<file path="config.mk">
export PLATFORM = sky130hd
export DESIGN_NAME = dma_rdy_gen
export DESIGN_NICKNAME = d
export VERILOG_FILES = /design/src/rtl/dma_rdy_pkg.sv /design/src/rtl/dma_rdy_cell.sv /design/src/rtl/dma_rdy_gen.sv
export SDC_FILE = /design/constraint.sdc
export NUM_CORES = 1
export LEC_CHECK = 0
export BUFFER_PORTS_ARGS = -buffer_cell sky130_fd_sc_hd__buf_2
export CORE_AREA = 2 2 39 41
export CTS_CLUSTER_SIZE = 14
export DETAILED_ROUTE_END_ITERATION = 10
export DIE_AREA = 0 0 41 43
export HOLD_SLACK_MARGIN = 0.05
export PLACE_DENSITY = 0.8
export SYNTH_ARGS = -nofsm -noshare
export SYNTH_HDL_FRONTEND = slang
export SYNTH_SLANG_ARGS = --single-unit
</file>
<file path="constraint.sdc">
create_clock -name clk_i -period 2.4 [get_ports clk_i]
set_input_delay 0.12 -clock clk_i [delete_from_list [all_inputs] [get_ports clk_i]]
set_output_delay 0.12 -clock clk_i [all_outputs]
set_load 0.03 [all_outputs]
</file>
<file path="src/rtl/dma_rdy_pkg.sv">
package dma_rdy_pkg;
  localparam int unsigned FIFO_DEPTH = 64;
  localparam int unsigned CNT_W      = $clog2(FIFO_DEPTH + 1);
  typedef logic [CNT_W-1:0] cnt_t;
endpackage

</file>
<file path="src/rtl/dma_rdy_cell.sv">
module dma_rdy_cell
  import dma_rdy_pkg::*;
(
  input  logic clk_i,
  input  logic rst_ni,
  input  logic en_i,
  input  cnt_t cnt_i,
  input  cnt_t trig_i,
  input  logic aux_set_i,
  input  logic aux_clr_i,
  output logic rdy_o
);
  logic set_c, clr_c, rdy_q;

  // set from threshold or side event; clear at boundary (zero) or side error
  assign set_c = (cnt_i >= trig_i) || aux_set_i;
  assign clr_c = (cnt_i == '0) || aux_clr_i;

  always_ff @(posedge clk_i or negedge rst_ni) begin
    if (!rst_ni)      rdy_q <= 1'b0;
    else if (!en_i)   rdy_q <= 1'b0;
    else if (clr_c)   rdy_q <= 1'b0; // clear has priority
    else if (set_c)   rdy_q <= 1'b1;
  end

  assign rdy_o = rdy_q;

  // threshold reached with nonzero count sets the line
  a_r2_r5_threshold_sets: assert property (@(posedge clk_i) disable iff (!rst_ni)
    (en_i && cnt_i >= trig_i && cnt_i != '0 && !aux_clr_i) |=> rdy_o);
  // boundary or error clears
  a_r10_clear_wins: assert property (@(posedge clk_i) disable iff (!rst_ni)
    (cnt_i == '0 || aux_clr_i) |=> !rdy_o);
  // hysteresis hold
  a_r3_hold: assert property (@(posedge clk_i) disable iff (!rst_ni)
    (en_i && cnt_i < trig_i && cnt_i != '0 && !aux_set_i && !aux_clr_i)
      |=> (rdy_o == $past(rdy_o)));
  // mode disable forces inactive
  a_r9_disabled_low: assert property (@(posedge clk_i) disable iff (!rst_ni)
    !en_i |=> !rdy_o);
  // counts stay within FIFO range
  a_r11_cnt_range: assert property (@(posedge clk_i) disable iff (!rst_ni)
    cnt_i <= cnt_t'(FIFO_DEPTH));
endmodule

</file>
<file path="src/rtl/dma_rdy_gen.sv">
module dma_rdy_gen
  import dma_rdy_pkg::*;
(
  input  logic             clk_i,
  input  logic             rst_ni,
  input  logic             dma_mode_i,
  input  logic [CNT_W-1:0] tx_free_i,
  input  logic [CNT_W-1:0] tx_trig_i,
  input  logic [CNT_W-1:0] rx_level_i,
  input  logic [CNT_W-1:0] rx_trig_i,
  input  logic             rx_timeout_i,
  input  logic             rx_err_i,
  output logic             tx_rdy_o,
  output logic             rx_rdy_o
);
  // tx: free count hits zero when FIFO is full
  dma_rdy_cell u_tx (
    .clk_i    (clk_i),
    .rst_ni   (rst_ni),
    .en_i     (dma_mode_i),
    .cnt_i    (tx_free_i),
    .trig_i   (tx_trig_i),
    .aux_set_i(1'b0),
    .aux_clr_i(1'b0),
    .rdy_o    (tx_rdy_o)
  );

  // rx: level hits zero when FIFO is empty
  dma_rdy_cell u_rx (
    .clk_i    (clk_i),
    .rst_ni   (rst_ni),
    .en_i     (dma_mode_i),
    .cnt_i    (rx_level_i),
    .trig_i   (rx_trig_i),
    .aux_set_i(rx_timeout_i),
    .aux_clr_i(rx_err_i),
    .rdy_o    (rx_rdy_o)
  );

  // outputs low during reset
  a_r1_reset_low: assert property (@(posedge clk_i)
    !rst_ni |-> (!tx_rdy_o && !rx_rdy_o));
  // error drops receive line
  a_r8_err_clears: assert property (@(posedge clk_i) disable iff (!rst_ni)
    rx_err_i |=> !rx_rdy_o);
  // timeout sets receive line
  a_r6_timeout_sets: assert property (@(posedge clk_i) disable iff (!rst_ni)
    (dma_mode_i && rx_timeout_i && rx_level_i != '0 && !rx_err_i) |=> rx_rdy_o);
endmodule

</file>
==> results of run 1 <==
timing repair:
| action | 4_1_cts | 5_1_grt |
|---|---|---|
| hold buffers | 1 | 0 |
| gates resized for setup | 0 | 0 |
| setup buffers | 0 | 0 |
| hold endpoints to repair | 2 | 0 |
registers in the layout, summed over array words and instances (netlist names):
name and cells:
u_tx.rdy_o 1, u_rx.rdy_o 1
per-stage QoR:
step | util (%) | cell area, µm²
after floorplan | - | 432
after global placement | 44.9 | 622
after detailed placement | 44.9 | 622
after CTS | 47.3 | 654
after global routing | 47.3 | 654
final | 47.3 | 654
kinds of logic after synthesis:
| group | count (synthesis) | synth area share, % |
|---|---|---|
| adders and majority gates | 14 | 40.6 |
| AOI/OAI and AO/OA | 10 | 15.4 |
| and+or+nand+nor | 14 | 20.3 |
| DFF | 2 | 11.6 |
| buffers and inverters | 14 | 12.2 |
per-layer routing:
| metal | part of all wire [%] | GRT usage [%] | wire length [µm] | up-vias |
|---|---|---|---|---|
| met5 | 0 | 0 | 0 | - |
| met4 | 0 | 4.00 | 0 | 0 |
| met3 | 4.8 | 3.14 | 53 | 0 |
| met2 | 53 | 24.4 | 594 | 10 |
| met1 | 42 | 17.4 | 466 | 220 |
| li1 | - | - | - | 273 |
synth_stat cells, drive strengths merged:
library cell | count | share of area [%]
ha | 14 | 41
inv | 14 | 12
a21o | 3 | 5.2
nand4 | 3 | 4.3
nor4 | 3 | 4.3
a21oi | 2 | 2.3
a31oi | 2 | 2.9
dfrtp | 2 | 12
nand2 | 2 | 1.7
or4 | 2 | 3.5
a211oi | 1 | 1.7
nand2b | 1 | 1.5
nand3 | 1 | 1.2
nor2b | 1 | 1.5
o21ai | 1 | 1.2
o41ai | 1 | 2.0
or4b | 1 | 2.3
cell usage in the layout, fill, tap and decap left out:
cell type / instances
or4b_1: 1
a21o_1: 3
a31oi_1: 2
or4_1: 2
o41ai_1: 1
ha_1: 14
buf_2: 34
dlygate4sd3_1: 1
nand2_1: 2
a211oi_1: 1
nand4_1: 3
o21ai_0: 1
clkbuf_4: 3
nor4_1: 3
nor2b_1: 1
nand2b_1: 1
dfrtp_1: 2
inv_1: 14
a21oi_1: 2
nand3_1: 1
how the worst max path moves through the flow:
| stage | slack, ps | cells after the start | endpoint |
|---|---|---|---|
| after floorplan | 1170 | 3 | u_rx.rdy_o$_DFFE_PN0P_ |
| after global placement | 1190 | 5 | u_rx.rdy_o$_DFFE_PN0P_ |
| after detailed placement | 1090 | 5 | u_rx.rdy_o$_DFFE_PN0P_ |
| after CTS | 1270 | 3 | u_rx.rdy_o$_DFFE_PN0P_ |
| after global routing | 1200 | 3 | u_rx.rdy_o$_DFFE_PN0P_ |
| final | 1280 | 3 | u_rx.rdy_o$_DFFE_PN0P_ |
worst register-to-register path, cell delays in order (launching register included):
cell and delay (ps):
dfrtp_1 360, nor4_1 50, or4b_1 460, a31oi_1 160
area by class of cell:
cell class	instances	area (µm²)	area share [%]
Timing Repair Buffer	35	180	27.5
Inverter	14	52.6	8.03
Multi-Input combinational cell	38	329	50.3
Tap cell	16	20.0	3.06
Sequential cell	2	50.0	7.65
Clock buffer	3	22.5	3.44
power by group:
group          internal [mW]  switching (mW)  leakage (nW)  total, mW
Combinational         0.0454          0.0429         0.370     0.0884
Sequential            0.0370         0.00207        0.0260     0.0391
Clock                 0.0550          0.0181        0.0138     0.0731
Total                  0.137          0.0631         0.410      0.201
==> flow_summary.ini, run 1 <==
[yosys]
synth_nets = 101
netlist_area_um2 = 432
ys_seq_elements = 2
synth_area_per_cell_um2 = 7.99
synth_cells = 54
netlist-cell-type-count = 17
yosysWarnings = 0
seq_area_frac_synth_pct = 11.6

[placed_design]
placed_cells = 104
portBuffers = 34
gp_congestion = 0.756
dp_hpwl_um = 1040
dp_slack_ps = 1090

[clock_network]
cts.sink_count = 2
cts_root_buf = clkbuf_4
clk_latency_ps = 220
path_clk_slew_ps = 30
cts_tree = yes
h-tree-depth = 1
cts_buffers = 3
cts_max_path_buffers = 2

[global_route]
track_usage_pct = 14.5
grt.overflow.total = 0
antenna_found_initial = 0
first_global_vias = 480
grt_pass1_wl_um = 1770
grt_start_max_net_pins = 4

[detailed_routing]
drt_pass1_iterations = 4
vias = 503
drt_iter0_drc = 7
wire_per_inst_um = 10.3
viasPerCell = 4.66
route.detailed.drc = 0
antenna_left = 0
wl_um = 1120

[setup_path]
startpoint_type = register
cp-startpoint = u_rx.rdy_o$_DFFE_PN0P_
critPathMaxFanout = 3
worst_setup_path_end_kind = register
cp_num_buf_inv = 0
crit_type = reg -> reg
slowest_stage = or4b_1
crit_required_ps = 2530
regToRegStartpoint = u_rx.rdy_o$_DFFE_PN0P_
crit_chain = nor4_1 -> or4b_1 -> a31oi_1
critPathMaxStageDelay_ps = 460
r2r-end = u_rx.rdy_o$_DFFE_PN0P_
worst-r2r-cell-count = 3
cp_top_family = simple AND/OR/NAND/NOR gates
critPathArrivalTime_ps = 1260
rrSetupSlack_ps = 1280

[floorplanning]
die_h_um = 43
die_w_um = 41
initial_utilization_pct = 31.2
core_mm2 = 0.00138
rows = 14
dieArea_mm2 = 0.00176
ios = 35

[flow_run]
maxCapViolCount = 0

[final_layout]
area_growth_pct = 51.6
final_cells = 108
fill_cells = 145
layout-drive-gt1-share_pct = 40.2
diodes = 0
final_nets = 141

[sta]
finalCritPeriodShare_pct = 46.9
rsz0062_at_grt = no
finalSetupTns_ps = 0
slew_headroom_pct = 82.6
finalHoldViolations = 0
max_freq_mhz = 889
clock-skew-final_ps = 0
slew_viol_final = 0
holdWs_ps = 134
tightestPinTransition_ps = 258
layout_min_cycle_time_ps = 1120
setup_slack_ps = 1280
setup_viol = 0

[power_and_ir_drop]
pwr_density_cell_mw_per_mm2 = 306
p_total_mw = 0.201
p_leak_nw = 0.410
vdd_drop_max_v = 0.000195

[min_path]
hold_path_class = in -> reg
hold_start = dma_mode_i
hold_depth = 3
hold_path_end = u_tx.rdy_o$_DFFE_PN0P_

[run_status]
status = completed
(Power assumes the default switching activity.)
==> run 2: changes to the inputs <==
Settings changed: ABC_AREA from default to 1, CORE_AREA 2 2 39 41 to default, CORE_MARGIN from default to 2, CORE_UTILIZATION from default to 35, DIE_AREA 0 0 41 43 to default, PLACE_DENSITY 0.8 to 0.85.
Clock period 2.4 ns to 1.01 ns, I/O delays scaled along.
==> run 2 against run 1 <==
Sequential share of layout area is 0.47 points lower. Global-route usage fell by 1.9 points. Area after synthesis increased by 10%. Count of clock-buffer cells in the layout did not move. Die area is 5.3% lower. Non-clock buffer count unchanged. Final cell count is 19% higher. First-iteration DRC count down 86%. Clock power up 130%. Register-to-register slack got worse by 1100 ps. Highest routed layer unchanged.
==> flow_summary.ini, run 2 <==
[power_and_ir_drop]
swShare_pct = 32.1
intPower_mw = 0.332
vdd_drop_max_v = 0.000421
switching_power_mw = 0.157
pwr_density_cell_mw_per_mm2 = 702
pwr-share-clk_pct = 34.7
p_leak_nw = 0.473
p_total_mw = 0.489
pwr-share-comb_pct = 46.7
p_seq_share_pct = 18.5

[sta]
holdWs_ps = 89.6
tightestPinTransition_ps = 163
slew_headroom_pct = 89.1
finalCritPeriodShare_pct = 86.6
slew_viol_final = 0
rsz0062_at_grt = no
finalHoldViolations = 0
clock-skew-final_ps = 0
finalSetupTns_ps = 0
setup_viol = 0
max_freq_mhz = 1140
layout_min_cycle_time_ps = 875

[yosys]
yosysWarnings = 0
ys_top_cells_by_count = inv_1, nand2_1, ha_1
yosysMostFrequentCell = inv_1
synth_area_per_cell_um2 = 6.34
seq_area_frac_synth_pct = 10.5
ys_seq_elements = 2
synth_flop_cell = dfrtp_1
yosysTopAreaCell = ha_1
synth_area_leaders = ha_1, inv_1, nand2_1
netlist_area_um2 = 475
netlist-cell-type-count = 13
async_flop_share_pct = 100
synth-edff-count = 0
synth_nets = 122
synth.top_cell.area_share_pct = 36.8
synth_cells = 75

[setup_path]
rrSetupSlack_ps = 140
critPathMaxFanout = 2
crit_chain = nor3_1 -> a21boi_1 -> a21oi_2
crit_required_ps = 1110
crit_type = reg -> reg
startpoint_type = register
cp_num_buf_inv = 0
slowest_stage = dfrtp_1
critPathMaxStageDelay_ps = 360
critPathArrivalTime_ps = 970
cp_top_family = flip-flops
worst_setup_path_end_kind = register

[detailed_routing]
vias = 554
drt_pass1_iterations = 2
wl_um = 963
antenna_left = 0
drt_iter0_drc = 1
wire_per_inst_um = 7.52
route.detailed.drc = 0
viasPerCell = 4.33

[clock_network]
cts_resized = 0
cts_tree = yes
h-tree-depth = 1
cts_max_path_buffers = 2
cts.sink_count = 2
cts_root_buf = clkbuf_4
path_clk_slew_ps = 30
cts_buffers = 3
clk_latency_ps = 220

[flow_run]
maxCapViolCount = 0

[final_layout]
stdcell_area_um2 = 697
utilization_pct = 54.2
area_growth_pct = 46.6
final_cell_mix = buf_2, inv_1, nand2_1
fill_cells = 125
layout-drive-gt1-share_pct = 33.6
final_common_cell = buf_2
final_nets = 162
diodes = 0

[global_route]
first_global_vias = 434
antenna_found_initial = 0
track_usage_pct = 12.6
grt.overflow.total = 0
grt_start_max_net_pins = 3
grt_pass1_wl_um = 1390

[min_path]
hold_path_class = in -> reg

[floorplanning]
dieArea_mm2 = 0.00167
initial_utilization_pct = 37.0
die_h_um = 40.9
ios = 35
rows = 13
die_w_um = 40.9
core_mm2 = 0.00128

[placed_design]
dp_hpwl_um = 911
place_area_um2 = 664
portBuffers = 34
gp_congestion = 0.731

[run_status]
status = completed
==> run 2: changes by cell type after synthesis, sizes merged, moves of 4 or more <==
cell	previous run	this run
nand2	2	18
nor2	0	5
a21oi	2	6
inv	14	21
==> run 2: worst paths after layout <==
kind	startpoint	cells after the start	end
max	u_rx.rdy_o$_DFFE_PN0P_	3	u_rx.rdy_o$_DFFE_PN0P_
min	rx_err_i	3	u_rx.rdy_o$_DFFE_PN0P_
max reg2reg	u_rx.rdy_o$_DFFE_PN0P_	3	u_rx.rdy_o$_DFFE_PN0P_
min reg2reg	u_tx.rdy_o$_DFFE_PN0P_	2	u_tx.rdy_o$_DFFE_PN0P_
max in group asynchronous	rst_ni	2	u_rx.rdy_o$_DFFE_PN0P_
min in group asynchronous	rst_ni	2	u_tx.rdy_o$_DFFE_PN0P_
==> run 2: layer usage <==
| metal | track usage [%] | vias up | share of wire, % |
|---|---|---|---|
| li1 | - | 308 | - |
| met1 | 12.7 | 217 | 44 |
| met2 | 23.8 | 29 | 45 |
| met3 | 3.26 | 0 | 12 |
| met4 | 5.00 | 0 | 0 |
| met5 | 0 | - | 0 |
==> run 2: cell type report <==
type                    instances  area, µm²  share of cell area [%]
clock buffers                   3       22.5                    3.23
inverters                      21       78.8                    11.3
multi-input cells              52        347                    49.7
flip-flops and latches          2       50.0                    7.18
well taps                      15       18.8                    2.69
repair buffers                 35        180                    25.9
==> run 2: cell families after synthesis <==
kind of cell | count (synthesis) | synth area share, %
buf+inv | 21 | 16.6
compound gates | 9 | 10.8
flops | 2 | 10.5
simple gates | 29 | 25.3
fa+ha+maj | 14 | 36.8
==> run 2: repair_timing <==
| item | CTS | global route |
|---|---|---|
| setup buffers | 0 | 0 |
| hold endpoints to repair | 2 | 0 |
| hold buffers | 1 | 0 |
==> run 2: through the flow <==
stage / std cells / setup slack [ps]
2_1_floorplan: 75 / 13.5
3_3_place_gp: 124 / 39.3
6_report: 128 / 135
3_5_place_dp: 124 / 2.62
5_1_grt: 128 / 16.3
4_1_cts: 128 / 117
==> run 2: worst reg2reg max path, stage by stage (launching register included) <==
cell      delay, ps
dfrtp_1         360
nor3_1          120
a21boi_1        210
a21oi_2          80
==> run 2: power groups by stage <==
stage	logic, mW	registers (mW)	clock network, mW
3_3_place_gp	0.221	0.0918	0
4_1_cts	0.234	0.0907	0.177
6_report	0.229	0.0906	0.170
2_1_floorplan	0.115	0.106	0
5_1_grt	0.270	0.0914	0.180
3_5_place_dp	0.230	0.0915	0
